`config.mk`:
```
export PLATFORM = sky130hd
export DESIGN_NAME = lane_selftest_seq
export DESIGN_NICKNAME = d
export VERILOG_FILES = /design/src/rtl/lts_pkg.sv /design/src/rtl/lts_datapath.sv /design/src/rtl/lts_ctrl.sv /design/src/rtl/lane_selftest_seq.sv
export SDC_FILE = /design/constraint.sdc
export NUM_CORES = 1
export LEC_CHECK = 0
export BUFFER_PORTS_ARGS = -buffer_cell sky130_fd_sc_hd__clkbuf_2
export CAP_MARGIN = 15
export CORE_ASPECT_RATIO = 0.6
export CORE_MARGIN = 4
export CORE_UTILIZATION = 40
export DETAILED_ROUTE_END_ITERATION = 7
export RECOVER_POWER = 50
export SLEW_MARGIN = 40
export SYNTH_ARGS = -nofsm -noshare
export SYNTH_HDL_FRONTEND = slang
export SYNTH_HIERARCHICAL = 1
export SYNTH_SLANG_ARGS = --single-unit
```
`constraint.sdc`:
```
create_clock -name clk -period 3.3 [get_ports clk]
set_input_delay 0.33 -clock clk [delete_from_list [all_inputs] [get_ports clk]]
set_output_delay 0.33 -clock clk [all_outputs]
set_load 0.01 [all_outputs]
```
`src/rtl/lts_pkg.sv`:
```
package lts_pkg;
  localparam int FRAME_W = 12;
  localparam int PAT_W   = 2 * FRAME_W;
  localparam int TS0_W   = 10;
  localparam int TS1_W   = 8;
  localparam int DIS_W   = 10;
  localparam int CNT_W   = (TS0_W > DIS_W) ? TS0_W : DIS_W;
  localparam int SLOT_W  = 2;   // four frame slots per training sequence

  typedef enum logic [2:0] {
    PH_IDLE  = 3'd0,
    PH_CALIB = 3'd1,
    PH_QUIET = 3'd2,
    PH_TS0   = 3'd3,
    PH_TS1   = 3'd4,
    PH_DONE  = 3'd5
  } phase_e;

  // control word, most significant member first
  typedef struct packed {
    logic [TS0_W-1:0] ts0Cnt;
    logic [TS1_W-1:0] ts1Cnt;
    logic [DIS_W-1:0] disCnt;
    logic             calibEn;
    logic             start;
  } ctrlCfg_t;

  localparam int CTRL_W = $bits(ctrlCfg_t);

  typedef struct packed {
    logic capture;   // latch pattern and mask for this run
    logic drive;     // lanes carry pattern frames
    logic highHalf;  // select upper half of the pattern
  } dpStrobe_t;

  localparam logic [PAT_W-1:0] PAT_RST  = 24'hFD3302;
  localparam ctrlCfg_t         CTRL_RST = '{ts0Cnt: 10'h0C8, ts1Cnt: 8'h01,
                                            disCnt: 10'h100, calibEn: 1'b1,
                                            start: 1'b0};
endpackage

```
`src/rtl/lts_datapath.sv`:
```
module lts_datapath
  import lts_pkg::*;
#(
  parameter int NLANES = 10
) (
  input  logic                      clk,
  input  logic                      rstN,
  input  logic                      cfgWrEn,
  input  logic [1:0]                cfgAddr,
  input  logic [31:0]               cfgWrData,
  output logic [31:0]               cfgRdData,
  output ctrlCfg_t                  cfg,
  input  dpStrobe_t                 strobe,
  output logic [NLANES*FRAME_W-1:0] laneData
);
  logic [PAT_W-1:0]  patReg, patSnap;
  logic [NLANES-1:0] maskReg, maskSnap;
  ctrlCfg_t          ctrlReg;

  always_ff @(posedge clk or negedge rstN) begin
    if (!rstN) begin
      patReg  <= PAT_RST;
      maskReg <= '0;
      ctrlReg <= CTRL_RST;
    end else if (cfgWrEn) begin
      case (cfgAddr)
        2'd0:    patReg  <= cfgWrData[PAT_W-1:0];
        2'd1:    maskReg <= cfgWrData[NLANES-1:0];
        2'd2:    ctrlReg <= ctrlCfg_t'(cfgWrData[CTRL_W-1:0]);
        default: ;
      endcase
    end
  end

  always_ff @(posedge clk or negedge rstN) begin
    if (!rstN) begin
      patSnap  <= PAT_RST;
      maskSnap <= '0;
    end else if (strobe.capture) begin
      patSnap  <= patReg;
      maskSnap <= maskReg;
    end
  end

  always_comb begin
    case (cfgAddr)
      2'd0:    cfgRdData = 32'(patReg);
      2'd1:    cfgRdData = 32'(maskReg);
      2'd2:    cfgRdData = 32'(ctrlReg);
      default: cfgRdData = '0;
    endcase
  end

  assign cfg = ctrlReg;

  logic [FRAME_W-1:0] curFrame;
  assign curFrame = strobe.highHalf ? patSnap[PAT_W-1:FRAME_W] : patSnap[FRAME_W-1:0];

  for (genvar g = 0; g < NLANES; g++) begin : gLane
    assign laneData[g*FRAME_W +: FRAME_W] =
      (strobe.drive && maskSnap[g]) ? curFrame : '0;
  end
endmodule

```
`src/rtl/lts_ctrl.sv`:
```
module lts_ctrl
  import lts_pkg::*;
(
  input  logic      clk,
  input  logic      rstN,
  input  ctrlCfg_t  cfg,
  input  logic      calibDone,
  output dpStrobe_t strobe,
  output phase_e    phase,
  output logic      calibReq,
  output logic      busy,
  output logic      done
);
  phase_e             state, nxt;
  logic [SLOT_W-1:0]  slot;
  logic [CNT_W-1:0]   cnt;
  logic [DIS_W-1:0]   disSnap;
  logic [TS0_W-1:0]   ts0Snap;
  logic [TS1_W-1:0]   ts1Snap;
  logic [CNT_W-1:0]   ts1Lim;
  logic               lastSlot, leaveIdle;

  // phase that follows a finished one, skipping phases whose count is zero
  function automatic phase_e follow(input phase_e from, input logic [DIS_W-1:0] d,
                                    input logic [TS0_W-1:0] t0, input logic [TS1_W-1:0] t1);
    phase_e r;
    if (from == PH_CALIB && d != '0)
      r = PH_QUIET;
    else if ((from == PH_CALIB || from == PH_QUIET) && t0 != '0)
      r = PH_TS0;
    else if (from != PH_TS1 && t1 != '0)
      r = PH_TS1;
    else
      r = PH_DONE;
    return r;
  endfunction

  assign lastSlot  = (slot == SLOT_W'(3));
  assign leaveIdle = (state == PH_IDLE) && cfg.start;
  assign ts1Lim    = CNT_W'(ts1Snap[TS1_W-2:0]);

  always_comb begin
    nxt = state;
    case (state)
      PH_IDLE:  if (cfg.start)
                  nxt = cfg.calibEn ? PH_CALIB
                                    : follow(PH_CALIB, cfg.disCnt, cfg.ts0Cnt, cfg.ts1Cnt);
      PH_CALIB: if (calibDone) nxt = follow(PH_CALIB, disSnap, ts0Snap, ts1Snap);
      PH_QUIET: if (cnt == CNT_W'(disSnap) - 1'b1)
                  nxt = follow(PH_QUIET, disSnap, ts0Snap, ts1Snap);
      PH_TS0:   if (lastSlot && cnt == CNT_W'(ts0Snap) - 1'b1)
                  nxt = follow(PH_TS0, disSnap, ts0Snap, ts1Snap);
      PH_TS1:   if (!ts1Snap[TS1_W-1] && lastSlot && cnt == ts1Lim - 1'b1)
                  nxt = PH_DONE;
      default:  nxt = state;
    endcase
    if (!cfg.start) nxt = PH_IDLE;
  end

  always_ff @(posedge clk or negedge rstN) begin
    if (!rstN) begin
      state   <= PH_IDLE;
      slot    <= '0;
      cnt     <= '0;
      disSnap <= '0;
      ts0Snap <= '0;
      ts1Snap <= '0;
    end else begin
      state <= nxt;
      if (leaveIdle) begin
        disSnap <= cfg.disCnt;
        ts0Snap <= cfg.ts0Cnt;
        ts1Snap <= cfg.ts1Cnt;
      end
      if (nxt != state) begin
        slot <= '0;
        cnt  <= '0;
      end else if (state == PH_TS0 || state == PH_TS1) begin
        slot <= slot + 1'b1;
        if (lastSlot) cnt <= cnt + 1'b1;
      end else if (state == PH_QUIET) begin
        cnt <= cnt + 1'b1;
      end
    end
  end

  assign strobe.capture  = leaveIdle;
  assign strobe.drive    = (state == PH_TS0) || (state == PH_TS1);
  assign strobe.highHalf = slot[0];

  assign phase    = state;
  assign calibReq = (state == PH_CALIB);
  assign busy     = (state != PH_IDLE) && (state != PH_DONE);
  assign done     = (state == PH_DONE);
endmodule

```
`src/rtl/lane_selftest_seq.sv`:
```
module lane_selftest_seq
  import lts_pkg::*;
#(
  parameter int NLANES = 10
) (
  input  logic                      clk,
  input  logic                      rstN,
  input  logic                      cfgWrEn,
  input  logic [1:0]                cfgAddr,
  input  logic [31:0]               cfgWrData,
  output logic [31:0]               cfgRdData,
  input  logic                      calibDone,
  output logic                      calibReq,
  output logic [2:0]                phase,
  output logic [NLANES*FRAME_W-1:0] laneData,
  output logic                      busy,
  output logic                      done
);
  ctrlCfg_t  cfg;
  dpStrobe_t strobe;
  phase_e    phaseState;
  logic      startBit;

  assign startBit = cfg.start;
  assign phase    = phaseState;

  lts_datapath #(.NLANES(NLANES)) u_dp (
    .clk(clk), .rstN(rstN), .cfgWrEn(cfgWrEn), .cfgAddr(cfgAddr),
    .cfgWrData(cfgWrData), .cfgRdData(cfgRdData), .cfg(cfg),
    .strobe(strobe), .laneData(laneData)
  );

  lts_ctrl u_ctrl (
    .clk(clk), .rstN(rstN), .cfg(cfg), .calibDone(calibDone),
    .strobe(strobe), .phase(phaseState), .calibReq(calibReq),
    .busy(busy), .done(done)
  );
endmodule

```
==> metrics, run 1 <==
status finished, violations left; violated checks capacitance limit, slew limit; starting DRC count in detailed routing 599; startpoint types register; footprint of the multi-input gates 4145 um^2; fill count 1820; critical path required time 3.59 ns; Final Skew 0.007364 ns; switching share of power roughly 36%; most common cell in the netlist nor2_1; CP Data Arrival Time 3.32 ns; Leak 4.459 nW; syn_area_per_cell approximately 10 um^2; DP Wirelength around 18000 um; Chip Height 117.7 um; Yosys cell types 68; TritonCTS Buffers 17; nets between 900 and 1000; CP Class register to register; Clock power frac 26.9%; RD Place Congestion 0.8955; Combinational Power Share between 30% and 40%; Max Cap Viol 3; met1 Usage GRT 33.91%; min Tclk post-route around 3.0 ns; Hold Path Stages 2; multiplexer area fraction after synthesis 21.58%; residual DRC count 0; min-delay src cfgWrData[24]; wire length per cell 19.12 um; Sink Count 141; Cell Area, Synth roughly 8000 um^2; R2R Setup Slk about 0.28 ns; number of H-tree levels 4; Clk pin slew, worst setup/hold paths 0.06 ns; postcts setup bufs 0; Max Freq around 330 MHz; Tcrit/Tclk final 91.64%; worst hold endpoint u_dp/cfg[24]; yosys warns 6; PortBufs 191; sequential share of power 37.4%; Synth Area in Compound Gates 5.851%; Final setup violation count 0; Rel. slew slack -41.38%; Ports 196; die width 190.8 um; endpoints failing hold 0; PwrDens 803.6 nW/um^2; Synth async-reset ratio 100.0%; Post-Route Setup TNS 0 ns; Synth Area in Adders 0.9362%; Initial Utilization about two fifths; Hold WC Path Type primary input to register; most used routing layer met1; NetSw 0.002834 W; hold_ws 0.1241 ns; P_int slightly above 0.005 W; CORE AREA 19370 um^2; Synth Instances 767; sequential fraction of the synthesis area 44.47%; grt met2 use approximately 28%; CP max FO 12; Worst Tran Pin Value 2.121 ns; worst r2r src u_ctrl/disSnap[0]; Site Rows 39; share of cells above drive strength 1 roughly 43%; Total GRT Usage 20.77%; simple logic cell fraction of the synthesized area 17.97%; drt total wl 23470 um; vias in the first global route 6100; top post-synthesis cells by count 157 x nor2_1, 116 x mux2_2, 111 x dfrtp_1; Via density between 5 and 6; CTS tree done; Root Driver clkbuf_16; Synth area leaders dfrtp_1 35%, mux2_2 16%, dfstp_2 9.8%; Layout area overhead 22.84%; Pre-Repair DR Iteration Count 5; largest net degree at the start of global routing 84; Slew Viols, Final 174; Peak VDD IR between 0.4 and 0.5 mV; largest family of logic cells by synthesized area multiplexers; Final Util 50.85%; remaining global-route overflow 0; R2R depth 11; antenna violations before repair 1; Final ANT Viol Nets 0; CP endpoint kind register; first-pass GRT wire length roughly 37000 um; total power 0.007916 W; Worst R2R End u_ctrl/cnt[2]; Synth top area share 34.64%; overall via count from detail_route 6440; number of flops mapped to enable cells by yosys 0; die area 22450 um^2; xor and xnor area share after synthesis 4.899%; unrepaired setup endpoints after global routing no; Skew-Pair Late Insertion Delay 0.41 ns; FF+latch count, synth 141; top_reg_cell synth dfrtp_1; met3 GRT Util 4.060%; post-synth top area cell dfrtp_1; Register Area 3566 um^2; Max clock buf depth 2
## flip-flops by register name (all words and copies together) (netlist names)
signal and cells:
u_ctrl/cnt 10, u_ctrl/disSnap 10, u_ctrl/phase 3, u_ctrl/slot 2
u_ctrl/ts0Snap 10, u_ctrl/ts1Snap 8, u_dp/cfg 30, u_dp/maskReg 10
u_dp/maskSnap 10, u_dp/patReg 24, u_dp/patSnap 24
## worst max-delay path by stage
stage,start,to,slack [ns],cells after the start
CTS,u_ctrl/disSnap[0],u_ctrl/cnt[2],0.12,11
floorplan,u_ctrl/disSnap[0],u_ctrl/cnt[3],0.49,12
global route,u_ctrl/disSnap[1],u_ctrl/cnt[1],0.04,11
finish,u_ctrl/disSnap[0],u_ctrl/cnt[2],0.28,11
detailed placement,u_ctrl/disSnap[1],u_ctrl/cnt[2],0.21,11
global placement,u_ctrl/disSnap[0],u_ctrl/cnt[1],0.28,11
## through the flow
step | cell area (um^2) | setup WS (ns) | instances
floorplan | 8023 | 0.4866 | 768
finish | 9851 | 0.2758 | 1227
global placement | 9208 | 0.2806 | 1193
CTS | 9889 | 0.1246 | 1226
global route | 9851 | 0.03809 | 1227
detailed placement | 9219 | 0.2138 | 1193
## critical path, cell delays in order, from the launching register on
cell and delay, ns:
dfrtp_1 0.37, inv_1 0.07, ha_1 0.30, nor3b_1 0.29, xnor2_1 0.12, nor4_2 0.37
o221ai_2 0.20, or4_1 0.58, a31o_1 0.25, o2111ai_2 0.11, buf_12 0.19, nor3_1 0.06
## power groups by stage
stage          Sequential, W  Combinational [W]  Clock [W]
2_1_floorplan        0.00273            0.00211          0
3_3_place_gp         0.00295            0.00274          0
3_5_place_dp         0.00297            0.00277          0
4_1_cts              0.00295            0.00279    0.00217
5_1_grt              0.00305            0.00309    0.00225
6_report             0.00296            0.00282    0.00213
## layout make-up
cell class / instances / share of cell area (%)
Tap cell: 266 / 3.379
Multi-Input combinational cell: 563 / 42.08
Sequential cell: 141 / 36.20
Inverter: 12 / 0.4573
Antenna cell: 1 / 0.02540
Clock buffer: 23 / 4.852
Timing Repair Buffer: 212 / 11.15
Clock inverter: 9 / 1.854
## what timing repair did
item                                    in CTS  in global routing
hold buffers                                 1                  0
endpoints found under the setup margin       0                 12
resized for setup                            0                  3
hold endpoints to repair                    12                  0
## per-layer routing
metal | vias up | share of wire [%]
li1 | 3030 | -
met1 | 3180 | 52
met2 | 217 | 41
met3 | 13 | 6.8
met4 | 0 | 0.68
met5 | - | 0
## logic make-up (layout without fill, tap and decap cells)
logic type               after synthesis  in the layout
AO/OA/AOI/OAI                         62             62
XOR/XNOR                              44             44
adder cells (fa/ha/maj)                6              6
buffers and inverters                 64            256
flip-flops                           141            141
multiplexers                         158            158
other                                  1              3
AND/OR/NAND/NOR                      291            291
## cell usage in the layout (no fill, tap or decap), types with 13 or more instances in the layout
cell,synthesis,final
clkbuf_1,28,13
clkbuf_16,0,17
clkbuf_2,0,188
dfrtp_1,111,111
dfstp_2,30,30
mux2_2,116,116
mux2i_1,39,32
nand2_1,39,39
nor2_1,157,157
nor3_2,11,13
o21ai_0,18,18
xnor2_1,28,28
xor2_1,15,15
Power figures use the tool's default switching activity.
==> run 2, diff against run 1 <==
--- a/config.mk
+++ b/config.mk
@@ -5,12 +5,13 @@
 export SDC_FILE = /design/constraint.sdc
 export NUM_CORES = 1
 export LEC_CHECK = 0
-export BUFFER_PORTS_ARGS = -buffer_cell sky130_fd_sc_hd__clkbuf_2
 export CAP_MARGIN = 15
 export CORE_ASPECT_RATIO = 0.6
 export CORE_MARGIN = 4
 export CORE_UTILIZATION = 40
 export DETAILED_ROUTE_END_ITERATION = 7
+export DONT_BUFFER_PORTS = 1
+export MAX_ROUTING_LAYER = met4
 export RECOVER_POWER = 50
 export SLEW_MARGIN = 40
 export SYNTH_ARGS = -nofsm -noshare
==> run 2 against run 1 <==
  * The flow finishes with violations (hold timing, capacitance limit, slew limit)
  * Core utilization decreased by 5.2 points
  * Clock power decreased by 6%
  * Worst setup slack got worse by 0.059 ns
  * Combinational power decreased by 9.2%
  * Die area unchanged
  * Count of clock-buffer cells in the layout unchanged
  * Sequential share of layout area increased by 4.1 points
  * Critical path depth decreased by 1
  * Largest cell class unchanged
==> metrics, run 2 (synthesis gave the netlist of run 1 again) <==
Final Cell Area approximately 9000 um^2; TritonCTS Buffers 17; final worst slack about 0.22 ns; residual DRC count 0; worst slack at placement -0.005794 ns; Total GRT Usage 21.11%; placed inst area 8199 um^2; status finished, violations left; Layout area overhead 10.28%; Final Skew 0.01168 ns; Worst R2R End u_ctrl/cnt[2]; RD Place Congestion 0.8762; flip-flop count of the largest register after layout 30; hold_ws -0.3827 ns; PortBufs 0; Root Driver clkbuf_16; die area 22450 um^2; R2R depth 10; violated checks hold timing, capacitance limit, slew limit; share of cells above drive strength 1 29.36%; Critical Path Start u_ctrl/disSnap[1]; Post-Route Setup TNS 0 ns; Final setup violation count 0; CTS tree done; Initial Utilization about two fifths; Hold WC Path Type primary input to asynchronous set/reset pin; worst r2r src u_ctrl/disSnap[1]; startpoint types register; Pre-Repair DR Iteration Count 6; vias in the first global route roughly 5800; overall via count from detail_route 5968; Max clock buf depth 2; number of H-tree levels 4; CP max FO 12; crit path to u_ctrl/cnt[2]; DP Wirelength 17180 um; endpoints failing hold approximately 140; Skew-Pair Late Insertion Delay 0.41 ns; Site Rows 39; Max Cap Viol 2; Chip Height 117.7 um; Clk pin slew, worst setup/hold paths around 0.06 ns; wire length per cell roughly 23 um; nets 794; Via density 5.794; Ports 196; postcts setup bufs 0; CP Data Arrival Time 3.35 ns; Rel. slew slack -30.77%; commonest non-fill, non-tap cell in the layout nor2_1; critical path required time 3.57 ns; CP endpoint kind register; Max Freq 324.3 MHz; Tcrit/Tclk final 93.44%; Sink Count about 140; unrepaired setup endpoints after global routing no; largest net degree at the start of global routing ~140; Slew Viols, Final 56; remaining global-route overflow 0; first-pass GRT wire length 35830 um; min Tclk post-route between 3 and 4 ns; Worst Tran Pin Value approximately 2 ns; starting DRC count in detailed routing 571; commonest non-fill, non-tap cells in the layout 157 x nor2_1, 116 x mux2_2, 111 x dfrtp_1; drt total wl 23430 um; Final ANT Viol Nets 0; CP Class register to register; antenna violations before repair 1; die width between 150 and 200 um; R2R Setup Slk ~0.22 ns; Peak VDD IR 0.4218 mV; PwrDens about 860 nW/um^2; CORE AREA 19370 um^2; Leak between 3 and 4 nW
==> run 2: cell count changes in the layout (fill, tap and decap cells not counted), moves of 6 or more <==
cell,delta
clkbuf_2,-188
clkbuf_1,-10
and2_1,-6
and2_0,+6
==> run 2: stage by stage <==
step | hold slack (ns) | std cells | total power [W] | utilization [%]
after floorplan | 0.03441 | 768 | 0.004842 | -
after global placement | 0.04282 | 997 | 0.005360 | 42.30
after detailed placement | 0.04218 | 997 | 0.005492 | 42.32
after CTS | -0.4058 | 1029 | 0.007541 | 45.58
after global routing | -0.4071 | 1030 | 0.008008 | 45.65
final | -0.3827 | 1030 | 0.007573 | 45.65
==> run 2: metal layers <==
layer	routed length (um)	vias up	share of wire [%]	track usage, %
li1	-	2635	-	-
met4	151	0	0.64	3.677
met1	11410	3075	49	30.97
met5	0	-	0	-
met2	10140	238	43	29.71
met3	1728	20	7.4	5.691
==> run 2: report_power, final <==
group,switching [W],total [W],internal [W],leakage [nW]
combinational,0.00140,0.00256,0.00115,1.61
clock,0.000736,0.00201,0.00127,0.296
sequential,0.000635,0.00301,0.00237,1.67
==> run 2: area by class of cell <==
| cell class | instances | area (um^2) |
|---|---|---|
| multi-input cells | 563 | 4156 |
| clock inverters | 9 | 131.4 |
| flip-flops and latches | 141 | 3566 |
| well taps | 266 | 332.8 |
| repair buffers | 15 | 121.4 |
| diodes | 1 | 2.502 |
| clock buffers | 23 | 488.0 |
| fillers | 1793 | 10530 |
| inverters | 12 | 45.04 |
==> run 2: critical path, cell delays in order (launching register included) <==
cell       delay (ns)
dfrtp_1          0.48
inv_1            0.09
ha_1             0.27
nor3b_2          0.19
xnor2_1          0.14
nor4_2           0.31
o221ai_2         0.20
or4_1            0.60
a31o_1           0.28
o2111ai_4        0.25
nor3_1           0.14
==> run 2: worst min-delay path by stage <==
stage          from                 to  cells past startpoint
4_1_cts        rstN  u_ctrl/disSnap[9]                      0
3_3_place_gp   rstN  u_ctrl/disSnap[9]                      0
3_5_place_dp   rstN  u_ctrl/disSnap[9]                      0
2_1_floorplan  rstN      u_ctrl/cnt[0]                      0
6_report       rstN    u_dp/maskReg[1]                      0
5_1_grt        rstN    u_dp/maskReg[1]                      0
==> run 2: timing repair <==
item                                    CTS  global route
resized for setup                         1             3
endpoints found under the setup margin    2            12
endpoints found under the hold margin   141           141
